`src/rtl/sample_ring_pkg.sv`:
```
package sample_ring_pkg;

  // Clock edges between a change of free space and the visible full flag
  localparam int unsigned FULL_LAG = 3;

  // Watermark exponent to threshold: 0->1, 1->2, 2->4, 3->8
  function automatic int unsigned wm_threshold(input logic [1:0] wm);
    return 32'd1 << wm;
  endfunction

endpackage

```
`src/rtl/sample_ring_ptr.sv`:
```
module sample_ring_ptr #(
  parameter int AW = 8
) (
  input  logic          clk,
  input  logic          rst_n,
  input  logic          clr,
  input  logic          adv,
  input  logic [AW-1:0] base,
  input  logic [AW-1:0] size,
  output logic [AW-1:0] addr
);

  logic [AW-1:0] off_q;
  logic          at_end;

  assign at_end = (off_q == size - 1'b1);

  always_ff @(posedge clk or negedge rst_n) begin
    if (!rst_n)      off_q <= '0;
    else if (clr)    off_q <= '0;
    else if (adv)    off_q <= at_end ? '0 : off_q + 1'b1;
  end

  // Window offset folded onto the memory address space
  assign addr = base + off_q;

  // stepping past the last word of the window returns to its start
  a_r1_ptr_wraps: assert property (@(posedge clk) disable iff (!rst_n)
    (adv && !clr && size != '0 && off_q == size - 1'b1) |=> (off_q == '0));

endmodule

```
`src/rtl/sample_ring_fill.sv`:
```
module sample_ring_fill #(
  parameter int AW = 8,
  localparam int CW = AW + 1
) (
  input  logic          clk,
  input  logic          rst_n,
  input  logic          clr,
  input  logic          wr,
  input  logic          cons,
  input  logic [AW-1:0] size,
  output logic [CW-1:0] free,
  output logic          store,
  output logic          take,
  output logic          ovfl
);

  logic [CW-1:0] used_q;
  logic [CW-1:0] size_x;

  assign size_x = {1'b0, size};
  assign free   = (used_q > size_x) ? '0 : size_x - used_q;
  assign store  = wr && (free != '0);
  assign take   = cons && (used_q != '0);

  always_ff @(posedge clk or negedge rst_n) begin
    if (!rst_n) begin
      used_q <= '0;
    end else if (clr) begin
      used_q <= '0;
    end else begin
      case ({store, take})
        2'b10:   used_q <= used_q + 1'b1;
        2'b01:   used_q <= used_q - 1'b1;
        default: used_q <= used_q;
      endcase
    end
  end

  always_ff @(posedge clk or negedge rst_n) begin
    if (!rst_n)                     ovfl <= 1'b0;
    else if (clr)                   ovfl <= 1'b0;
    else if (wr && free == '0)      ovfl <= 1'b1;
  end

  // a beat landing on a window with no room raises overflow
  a_r3_ovfl_on_drop: assert property (@(posedge clk) disable iff (!rst_n)
    (wr && free == '0 && !clr) |=> ovfl);

  // overflow stays until a unit clear
  a_r3_ovfl_sticky: assert property (@(posedge clk) disable iff (!rst_n)
    (ovfl && !clr) |=> ovfl);

  // with nothing stored and nothing written, occupancy cannot move
  a_r6_no_underflow: assert property (@(posedge clk) disable iff (!rst_n)
    (used_q == '0 && !wr) |=> (used_q == '0));

endmodule

```
`src/rtl/sample_ring_full_lag.sv`:
```
module sample_ring_full_lag
  import sample_ring_pkg::*;
#(
  parameter int CW  = 9,
  parameter int LAG = FULL_LAG
) (
  input  logic          clk,
  input  logic          rst_n,
  input  logic          clr,
  input  logic [CW-1:0] free,
  input  logic [1:0]    wm,
  output logic          full
);

  logic [CW-1:0] thr;
  logic          low;

  assign thr = CW'(wm_threshold(wm));
  assign low = (free < thr);

  generate
    if (LAG <= 1) begin : g_single
      logic st_q;
      always_ff @(posedge clk or negedge rst_n) begin
        if (!rst_n)   st_q <= 1'b0;
        else if (clr) st_q <= 1'b0;
        else          st_q <= low;
      end
      assign full = st_q;
    end else begin : g_chain
      logic [LAG-1:0] st_q;
      always_ff @(posedge clk or negedge rst_n) begin
        if (!rst_n)   st_q <= '0;
        else if (clr) st_q <= '0;
        else          st_q <= {st_q[LAG-2:0], low};
      end
      assign full = st_q[LAG-1];
    end
  endgenerate

  generate
    if (LAG == 3) begin : g_chk
      // the flag only rises when the threshold was crossed three edges back
      a_r5_rise_lag: assert property (@(posedge clk) disable iff (!rst_n)
        $rose(full) |-> $past(low, 3));
    end
  endgenerate

endmodule

```
`src/rtl/sample_ring_mem.sv`:
```
module sample_ring_mem #(
  parameter int AW = 8,
  parameter int DW = 16,
  localparam int DEPTH = 1 << AW
) (
  input  logic          clk,
  input  logic          we,
  input  logic [AW-1:0] waddr,
  input  logic [DW-1:0] wdata,
  input  logic [AW-1:0] raddr,
  output logic [DW-1:0] rdata
);

  logic [DW-1:0] words [DEPTH];

  always_ff @(posedge clk) begin
    if (we) words[waddr] <= wdata;
  end

  assign rdata = words[raddr];

endmodule

```
`src/rtl/sample_ring.sv`:
```
module sample_ring
  import sample_ring_pkg::*;
#(
  parameter int AW = 8,
  parameter int DW = 16,
  localparam int CW = AW + 1
) (
  input  logic          clk,
  input  logic          rst_n,
  input  logic          unit_clr,
  input  logic          run,
  input  logic [AW-1:0] cfg_base,
  input  logic [AW-1:0] cfg_size,
  input  logic [1:0]    cfg_wm,
  input  logic          wr_irq_en,
  input  logic          ovf_irq_en,
  input  logic          dma_wr_en,
  input  logic          s_valid,
  output logic          s_ready,
  input  logic [DW-1:0] s_data,
  input  logic          consume,
  output logic [DW-1:0] oldest_data,
  output logic          full,
  output logic          ovfl,
  output logic          wr_irq,
  output logic          ovf_irq,
  output logic          dma_req
);

  logic          beat;
  logic          cons_req;
  logic          store;
  logic          take;
  logic [CW-1:0] free;
  logic [AW-1:0] wr_addr;
  logic [AW-1:0] rd_addr;
  logic          dma_en_q;

  assign s_ready  = run;
  assign beat     = s_valid && s_ready;
  assign cons_req = consume && run;

  sample_ring_fill #(.AW(AW)) u_fill (
    .clk   (clk),
    .rst_n (rst_n),
    .clr   (unit_clr),
    .wr    (beat),
    .cons  (cons_req),
    .size  (cfg_size),
    .free  (free),
    .store (store),
    .take  (take),
    .ovfl  (ovfl)
  );

  sample_ring_ptr #(.AW(AW)) u_wr_ptr (
    .clk   (clk),
    .rst_n (rst_n),
    .clr   (unit_clr),
    .adv   (store && !unit_clr),
    .base  (cfg_base),
    .size  (cfg_size),
    .addr  (wr_addr)
  );

  sample_ring_ptr #(.AW(AW)) u_rd_ptr (
    .clk   (clk),
    .rst_n (rst_n),
    .clr   (unit_clr),
    .adv   (take && !unit_clr),
    .base  (cfg_base),
    .size  (cfg_size),
    .addr  (rd_addr)
  );

  sample_ring_mem #(.AW(AW), .DW(DW)) u_mem (
    .clk   (clk),
    .we    (store && !unit_clr),
    .waddr (wr_addr),
    .wdata (s_data),
    .raddr (rd_addr),
    .rdata (oldest_data)
  );

  sample_ring_full_lag #(.CW(CW), .LAG(FULL_LAG)) u_lag (
    .clk   (clk),
    .rst_n (rst_n),
    .clr   (unit_clr),
    .free  (free),
    .wm    (cfg_wm),
    .full  (full)
  );

  // DMA enable is sampled only while the unit is stopped
  always_ff @(posedge clk or negedge rst_n) begin
    if (!rst_n)   dma_en_q <= 1'b0;
    else if (!run) dma_en_q <= dma_wr_en;
  end

  assign wr_irq  = wr_irq_en && !full;
  assign ovf_irq = ovf_irq_en && ovfl;
  assign dma_req = dma_en_q && !full;

  // the captured DMA enable holds across any running edge
  a_r8_dma_frozen: assert property (@(posedge clk) disable iff (!rst_n)
    run |=> $stable(dma_en_q));

endmodule

```
`config.mk`:
```
export PLATFORM = sky130hd
export DESIGN_NAME = sample_ring
export DESIGN_NICKNAME = d
export VERILOG_FILES = /design/src/rtl/sample_ring_pkg.sv /design/src/rtl/sample_ring_ptr.sv /design/src/rtl/sample_ring_fill.sv /design/src/rtl/sample_ring_full_lag.sv /design/src/rtl/sample_ring_mem.sv /design/src/rtl/sample_ring.sv
export SDC_FILE = /design/constraint.sdc
export NUM_CORES = 2
export LEC_CHECK = 0
export BUFFER_PORTS_ARGS = -buffer_cell sky130_fd_sc_hd__buf_2
export CELL_PAD_IN_SITES_DETAIL_PLACEMENT = 2
export CELL_PAD_IN_SITES_GLOBAL_PLACEMENT = 2
export CORE_UTILIZATION = 40
export DETAILED_ROUTE_END_ITERATION = 10
export PLACE_DENSITY = 0.77
export SKIP_LAST_GASP = 1
export SLEW_MARGIN = 30
export SYNTH_ARGS = -nofsm -noshare
export SYNTH_HDL_FRONTEND = slang
export SYNTH_SLANG_ARGS = --single-unit
```
`constraint.sdc`:
```
create_clock -name clk -period 4.57 [get_ports clk]
set_input_delay 0.457 -clock clk [delete_from_list [all_inputs] [get_ports clk]]
set_output_delay 0.457 -clock clk [all_outputs]
set_load 0.02 [all_outputs]
```
Word level (Yosys, flattened, before mapping):

Memory sizes are Yosys's and may differ from the RTL's.
Cells that the tools add are included.

* add/subtract/negate cells: 8
* multipliers: 0
* div/mod/pow operators: 0
* $lt $le $gt $ge: 2
* equal/unequal tests: 4
* shift operators: 1
* multiplexer cells: 14
* bitwise operators: 0
* reduce and logical (&&, ||, !) cells: 19

Operators with widths (count)
* $mux W8: 6
* $mux W9: 2
* $pmux W9 S2: 1
* $reduce_bool A9 Y1: 2
* $add A8 B1 Y8 const B: 2
* $add A8 B8 Y8: 2
* $eq A8 B8 Y1: 2
* $logic_and A1 B1 Y1: 10
* $add A9 B1 Y9 const B: 1
* $gt A9 B8 Y1: 1
* $logic_not A9 Y1: 1
* $lt A9 B9 Y1: 1
* $shl A1 B2 Y9 const A: 1
* $sub A8 B9 Y9: 1
* $sub A9 B1 Y9 const B: 1
* $sub A8 B1 Y8 const B: 1
* $reduce_bool A2 Y1: 3
* $mux W1: 4
* $mux W3: 1
* $reduce_bool A3 Y1: 1
* $eq A2 B1 Y1 const B: 1
* $eq A2 B2 Y1 const B: 1
* $logic_not A1 Y1: 2

* bits in registers: 30
* latch bits: 0
* RAM bits: 4096
* bits in read-only memories: 0
* bits of input ports: 43
* output and inout bits: 22
* word-level logic and storage cells: 55
* memories kept: 1

Memory list
* u_mem.words: words 256, width 16, read ports 1, clocked after Yosys merged registers in 0, write ports 1, RTL line sample_ring_mem.sv:14 `logic [DW-1:0] words [DEPTH];`

Logic depth before layout (Yosys ltp):

* word-level depth: 7
* mapped depth: 20
* mapped depth without buffers: 17

By module:

Synthesis repeated with hierarchy kept, for this count alone.

* cell total of the unflattened synthesis: 7782
* area, all modules: 162081.7 um^2

By module, submodules not included
* sample_ring_mem: instances 1, cells an instance 7344, area an instance 158394.4 um^2, seq. area each 122998.0 um^2
* sample_ring_ptr: instances 2, cells an instance 108, area an instance 950.9 um^2, seq. area each 200.2 um^2
* sample_ring_fill: instances 1, cells an instance 193, area an instance 1490.2 um^2, seq. area each 250.2 um^2
* sample_ring_full_lag: instances 1, cells an instance 19, area an instance 201.4 um^2, seq. area each 75.1 um^2
* sample_ring: instances 1, cells an instance 10, area an instance 93.8 um^2, seq. area each 25.0 um^2

Worst setup path before layout:

OpenSTA, ideal clock, no wires.

* path type: input-to-reg
* start point: input port cfg_size[0]
* end point: register u_fill.used_q[8]
* setup time: 0.125 ns
* data arrival time: 4.655 ns
* required time: 4.445 ns
* slack: -0.210 ns
* stages on the path: 20
* path buffers: 3
* cell sequence: clkbuf_1 > inv_1 > ha_1 > fa_1 > nand2b_1 > a21oi_1 > mux2i_1 > a311o_1 > a31oi_2 > buf_4 > buf_2 > nor2_1 > ha_1 > a21o_1 > a21oi_1 > o21ai_0 > o41ai_1 > nor2_1 > mux2i_1 > mux2_2

* cells in the longest elaborated chain, start to end: 7
* elaborated cells on any way between the ends: 10
* classes of those cells: add/sub (1); order compare (1); eq/ne (2); mux (3); reduce/logical (3)

RTL lines
* start, declared: RTL line sample_ring.sv:13 `input logic [AW-1:0] cfg_size,`
* $sub A8 B9 Y9 or $gt A9 B8 Y1 (tied branches): RTL line sample_ring_fill.sv:21 `assign free = (used_q > size_x) ? '0 : size_x - used_q;`
* $mux W9 *: RTL line sample_ring_fill.sv:21
* $reduce_bool A9 Y1 *: RTL line sample_ring_fill.sv:22 `assign store = wr && (free != '0);`
* $logic_and A1 B1 Y1 *: RTL line sample_ring_fill.sv:22
* $eq A2 B1 Y1 or $eq A2 B2 Y1 (tied branches): RTL line sample_ring_fill.sv:31 `case ({store, take})`
* $pmux W9 S2: RTL line sample_ring_fill.sv:31
* $mux W9: RTL line sample_ring_fill.sv:28 `end else if (clr) begin`
* end signal, assigned: RTL line sample_ring_fill.sv:32 `2'b10: used_q <= used_q + 1'b1;`
* end signal, assigned: RTL line sample_ring_fill.sv:33 `2'b01: used_q <= used_q - 1'b1;`
* end signal, assigned: RTL line sample_ring_fill.sv:34 `default: used_q <= used_q;`
* end, declared: RTL line sample_ring_fill.sv:17 `logic [CW-1:0] used_q;`

Every way passes the cells marked *; elsewhere a longest branch is shown, timed or not.
A chain may end at the register's enable or synchronous reset.

Worst setup path after layout:

* start point: register u_rd_ptr.off_q[0]
* end point: output port oldest_data[3]

* cells in the longest elaborated chain, start to end: 2

RTL lines
* start, declared: RTL line sample_ring_ptr.sv:13 `logic [AW-1:0] off_q;`
* start signal, assigned: RTL line sample_ring_ptr.sv:21 `else if (adv) off_q <= at_end ? '0 : off_q + 1'b1;`
* $add A8 B8 Y8: RTL line sample_ring_ptr.sv:25 `assign addr = base + off_q;`
* $mem_v2 Z256 W16
* end, declared: RTL line sample_ring.sv:22 `output logic [DW-1:0] oldest_data,`

No other way between the ends.

==> impl_metrics.csv <==
group,metric,value,unit
status,status,"finished with violations",
status,violations,"hold timing, setup timing",
worst_setup_path,cp_max_fo,38,
worst_setup_path,path_cells,"ha_4 > fa_4 > and3_1 > nor3_4 > nor4_4 > buf_12 > buf_4 > nand3_1 > nand4_1 > buf_6 > a2111oi_4 > buf_4 > and4_1 > buf_6",
floorplanning,fp.dieArea,404000,um2
timing,worst_slack,-1.51,ns
floorplanning,die_w,636,um
grt,grt_max_degree,120,
finish,design_area,192000,um2
grt,grt_first_pass_wirelength,965,mm
finish,stdcell_count,14582,
clock_network,cts-root-buf,"clkbuf_16",
route,postRouteAntennaNets,0,
synthesis,yosysUniqueCellTypes,74,
synthesis,synth_common_cells,"edfxtp_1 (4,096), mux4_2 (1,024), nand2_1 (899)",
pwr,seq_power_share,0.433,
timing,finalSetupViolCount,32,
pwr,p_leak,61.9,nW
synthesis,synth_top_area_frac,0.765,
floorplanning,io_pins,65,
synthesis,synth-edff-count,4096,
route,vias,100795,
grt,grt_pass1_vias,101487,
place,hpwl,399,mm
clock_network,htree_num_levels,5,
min_path,hp-start,"s_data[3]",
clock_network,insertion_delay,1.03,ns
timing,final-hold-violation-count,11,
route,drt_iter0_drc,17160,
route,wl_per_cell,50.2,um
route,firstDrtPassIters,6,
finish,post-route-util,0.481,
timing,maxSlewViolCount,0,
worst_setup_path,cp-end-kind,"primary output",
timing,fmax,0.165,GHz
finish,area_delta_synth_final,19.5,%
finish,drive_gt1_frac,0.319,
synthesis,synth_nets,7935,
synthesis,yosysTopAreaCell,"edfxtp_1",
worst_setup_path,cp.required,4.11,ns
clock_network,cts_tree,"built",
worst_setup_path,arrival,5.62,ns
clock_network,clock-sinks,4126,
pwr,power.share.combinational,0.189,
flow_run,drv_cap,0,
place,dp.cells,13599,
synthesis,ys_seq_area_frac,0.770,
worst_setup_path,cp_slowest_cell,"a2111oi_4",
floorplanning,initial_core_util,0.402,
timing,fin_worst_skew,0.0854,ns
synthesis,synth_area,161000,um2
pwr,finalPower,96.1,mW
place,place_area,175000,um2
pwr,p_sw,28.1,mW
worst_setup_path,critical_path_class,"reg2out",
min_path,hold_path_class,"in2reg",
route,wirelength,732,mm
timing,whs,-0.0449,ns
pwr,cellInternalPower,68.0,mW
synthesis,synthArstFlopShare,0.00727,
synthesis,yosys_warnings,0,
worst_setup_path,crit_family,"simple AND/OR/NAND/NOR gates",
floorplanning,dieHeight,636,um
timing,rsz0062_at_grt,"yes",
pwr,ir_worst_vdd,0.434,mV
synthesis,synth_flop_cell,"edfxtp_1",
clock_network,cts.clk_slew.worst_paths,0.08,ns
synthesis,synthCells,7853,
synthesis,synth_area_leaders,"edfxtp_1 (77%), mux4_2 (14%), nand2_1 (2.1%), nand3_1 (1.1%), nor2_1 (0.78%)",
synthesis,syn_area_per_cell,20.5,um2
worst_setup_path,slowest_delay,0.86,ns
clock_network,cts_made_buffers,426,
place,place.gp.congestion,0.856,
timing,post-route-period-util,1.33,
timing,worstMarginPinSlew,1.14,ns
worst_setup_path,cp_num_buf_inv,5,
place,place_ws,-0.858,ns
pwr,p_clk_frac,0.378,
pwr,swShare,0.293,
clock_network,cts.path.max_buffers,4,
floorplanning,rows,232,
grt,grt-ovfl-total,0,
finish,num-nets-final,8999,
worst_setup_path,start_kind,"flop",
synthesis,synth.most_common_cell,"edfxtp_1",
timing,min_period,6.08,ns
grt,antenna_found_initial,58,
synthesis,synth-seq-cells,4126,
finish,final.fill_count,34995,
place,portBuffers,64,
grt,grt_usage,0.353,
timing,setup_tns,-21.94,ns
worst_setup_path,critPathLaunch,"u_rd_ptr.off_q[0]$_DFFE_PN0P_",
route,via_per_inst,6.91,
route,drc_errors,0,
pwr,power.density,500,nW/um2
worst_setup_path,crit-reg2reg-launch,"u_fill.used_q[0]$_DFFE_PN0P_",
timing,slew_headroom,0.242,
floorplanning,core_area,400000,um2
==> final cells by class <==
cell class / count / area, um2 / share of cell area
inverter: 18 / 67.6 / 0.000352
clock inverter: 241 / 1930 / 0.0100
antenna: 53 / 133 / 0.000690
tap: 5265 / 6590 / 0.0343
timing repair buffer: 1078 / 11500 / 0.0596
sequential: 4126 / 124000 / 0.644
multi-input combinational: 3267 / 37000 / 0.193
clock buffer: 534 / 11200 / 0.0584
==> state kept, by name, indices dropped and copies added (netlist names) <==
| register | count |
|---|---|
| u_mem.words | 4096 |
| u_fill.used_q | 9 |
| u_rd_ptr.off_q | 8 |
| u_wr_ptr.off_q | 8 |
| u_lag.g_chain.st_q | 3 |
| dma_en_q | 1 |
| u_fill.ovfl | 1 |
==> logic make-up (layout without fill, tap and decap cells) <==
| group | after synthesis | count (layout) | synth area share |
|---|---|---|---|
| xor+xnor | 55 | 55 | 0.00357 |
| simple gates | 1733 | 1733 | 0.0465 |
| mux | 1118 | 1118 | 0.149 |
| other cells | 0 | 53 | 0 |
| flops | 4126 | 4126 | 0.770 |
| compound gates | 322 | 322 | 0.0150 |
| buf+inv | 460 | 1871 | 0.0123 |
| fa+ha+maj | 39 | 39 | 0.00322 |
==> power groups by stage <==
stage | Sequential, mW | Combinational [mW] | Clock [mW]
after detailed placement | 42.5 | 15.4 | 0
after floorplan | 42.5 | 8.64 | 0
after global routing | 41.6 | 18.4 | 37.2
after global placement | 42.5 | 14.3 | 0
after CTS | 41.7 | 17.1 | 35.4
final | 41.6 | 18.1 | 36.3
==> cells in the final DEF (no fill, tap or decap), types with 18 or more instances in the layout <==
cell type and count:
nand3_1 302, buf_6 72, a32oi_1 50, buf_12 152, a31oi_4 24, clkinv_1 95, buf_8 26, dfrtp_1 30
clkbuf_1 100, diode_2 53, mux4_2 1024, clkbuf_16 436, mux2i_1 65, nor3_1 18, o21ai_0 40, buf_4 726
nand4_1 35, dlygate4sd3_1 22, nor2_1 330, nand2_2 25, ha_1 34, bufinv_16 23, a32oi_2 23, inv_1 18
a31oi_1 27, nand3_2 58, xnor2_1 29, edfxtp_1 4096, a21oi_1 24, buf_16 36, clkinv_2 92, buf_2 31
nand2_1 867
==> metal layers <==
metal  track usage  vias up  routed length (um)
met1         0.412    53721              237000
met4         0.248       42               66800
met2         0.585     9827              351000
met3        0.0752     2813               75800
li1              -    34392                   -
met5             0        -                 278
==> what timing repair did <==
action                     4_1_cts  5_1_grt
buffers inserted                70       46
hold buffers                    12       10
gates cloned                    15        4
gates resized for setup        348      109
setup endpoints to repair       28      527
hold endpoints to repair       140      284
pin swaps                       75       60
==> worst paths after layout <==
path / cells after the start / to / slack (ns)
max reg2reg: 12 / u_mem.words[131][2]$_DFFE_PP_ / -0.20
max in group asynchronous: 3 / u_wr_ptr.off_q[4]$_DFFE_PN0P_ / 3.62
min in group asynchronous: 3 / u_fill.used_q[2]$_DFFE_PN0P_ / 0.49
min: 1 / u_mem.words[84][3]$_DFFE_PP_ / -0.04
max: 14 / oldest_data[3] / -1.51
min reg2reg: 1 / u_lag.g_chain.st_q[1]$_DFF_PN0_ / 0.56
No activity file was read; power rests on OpenSTA's default activity.
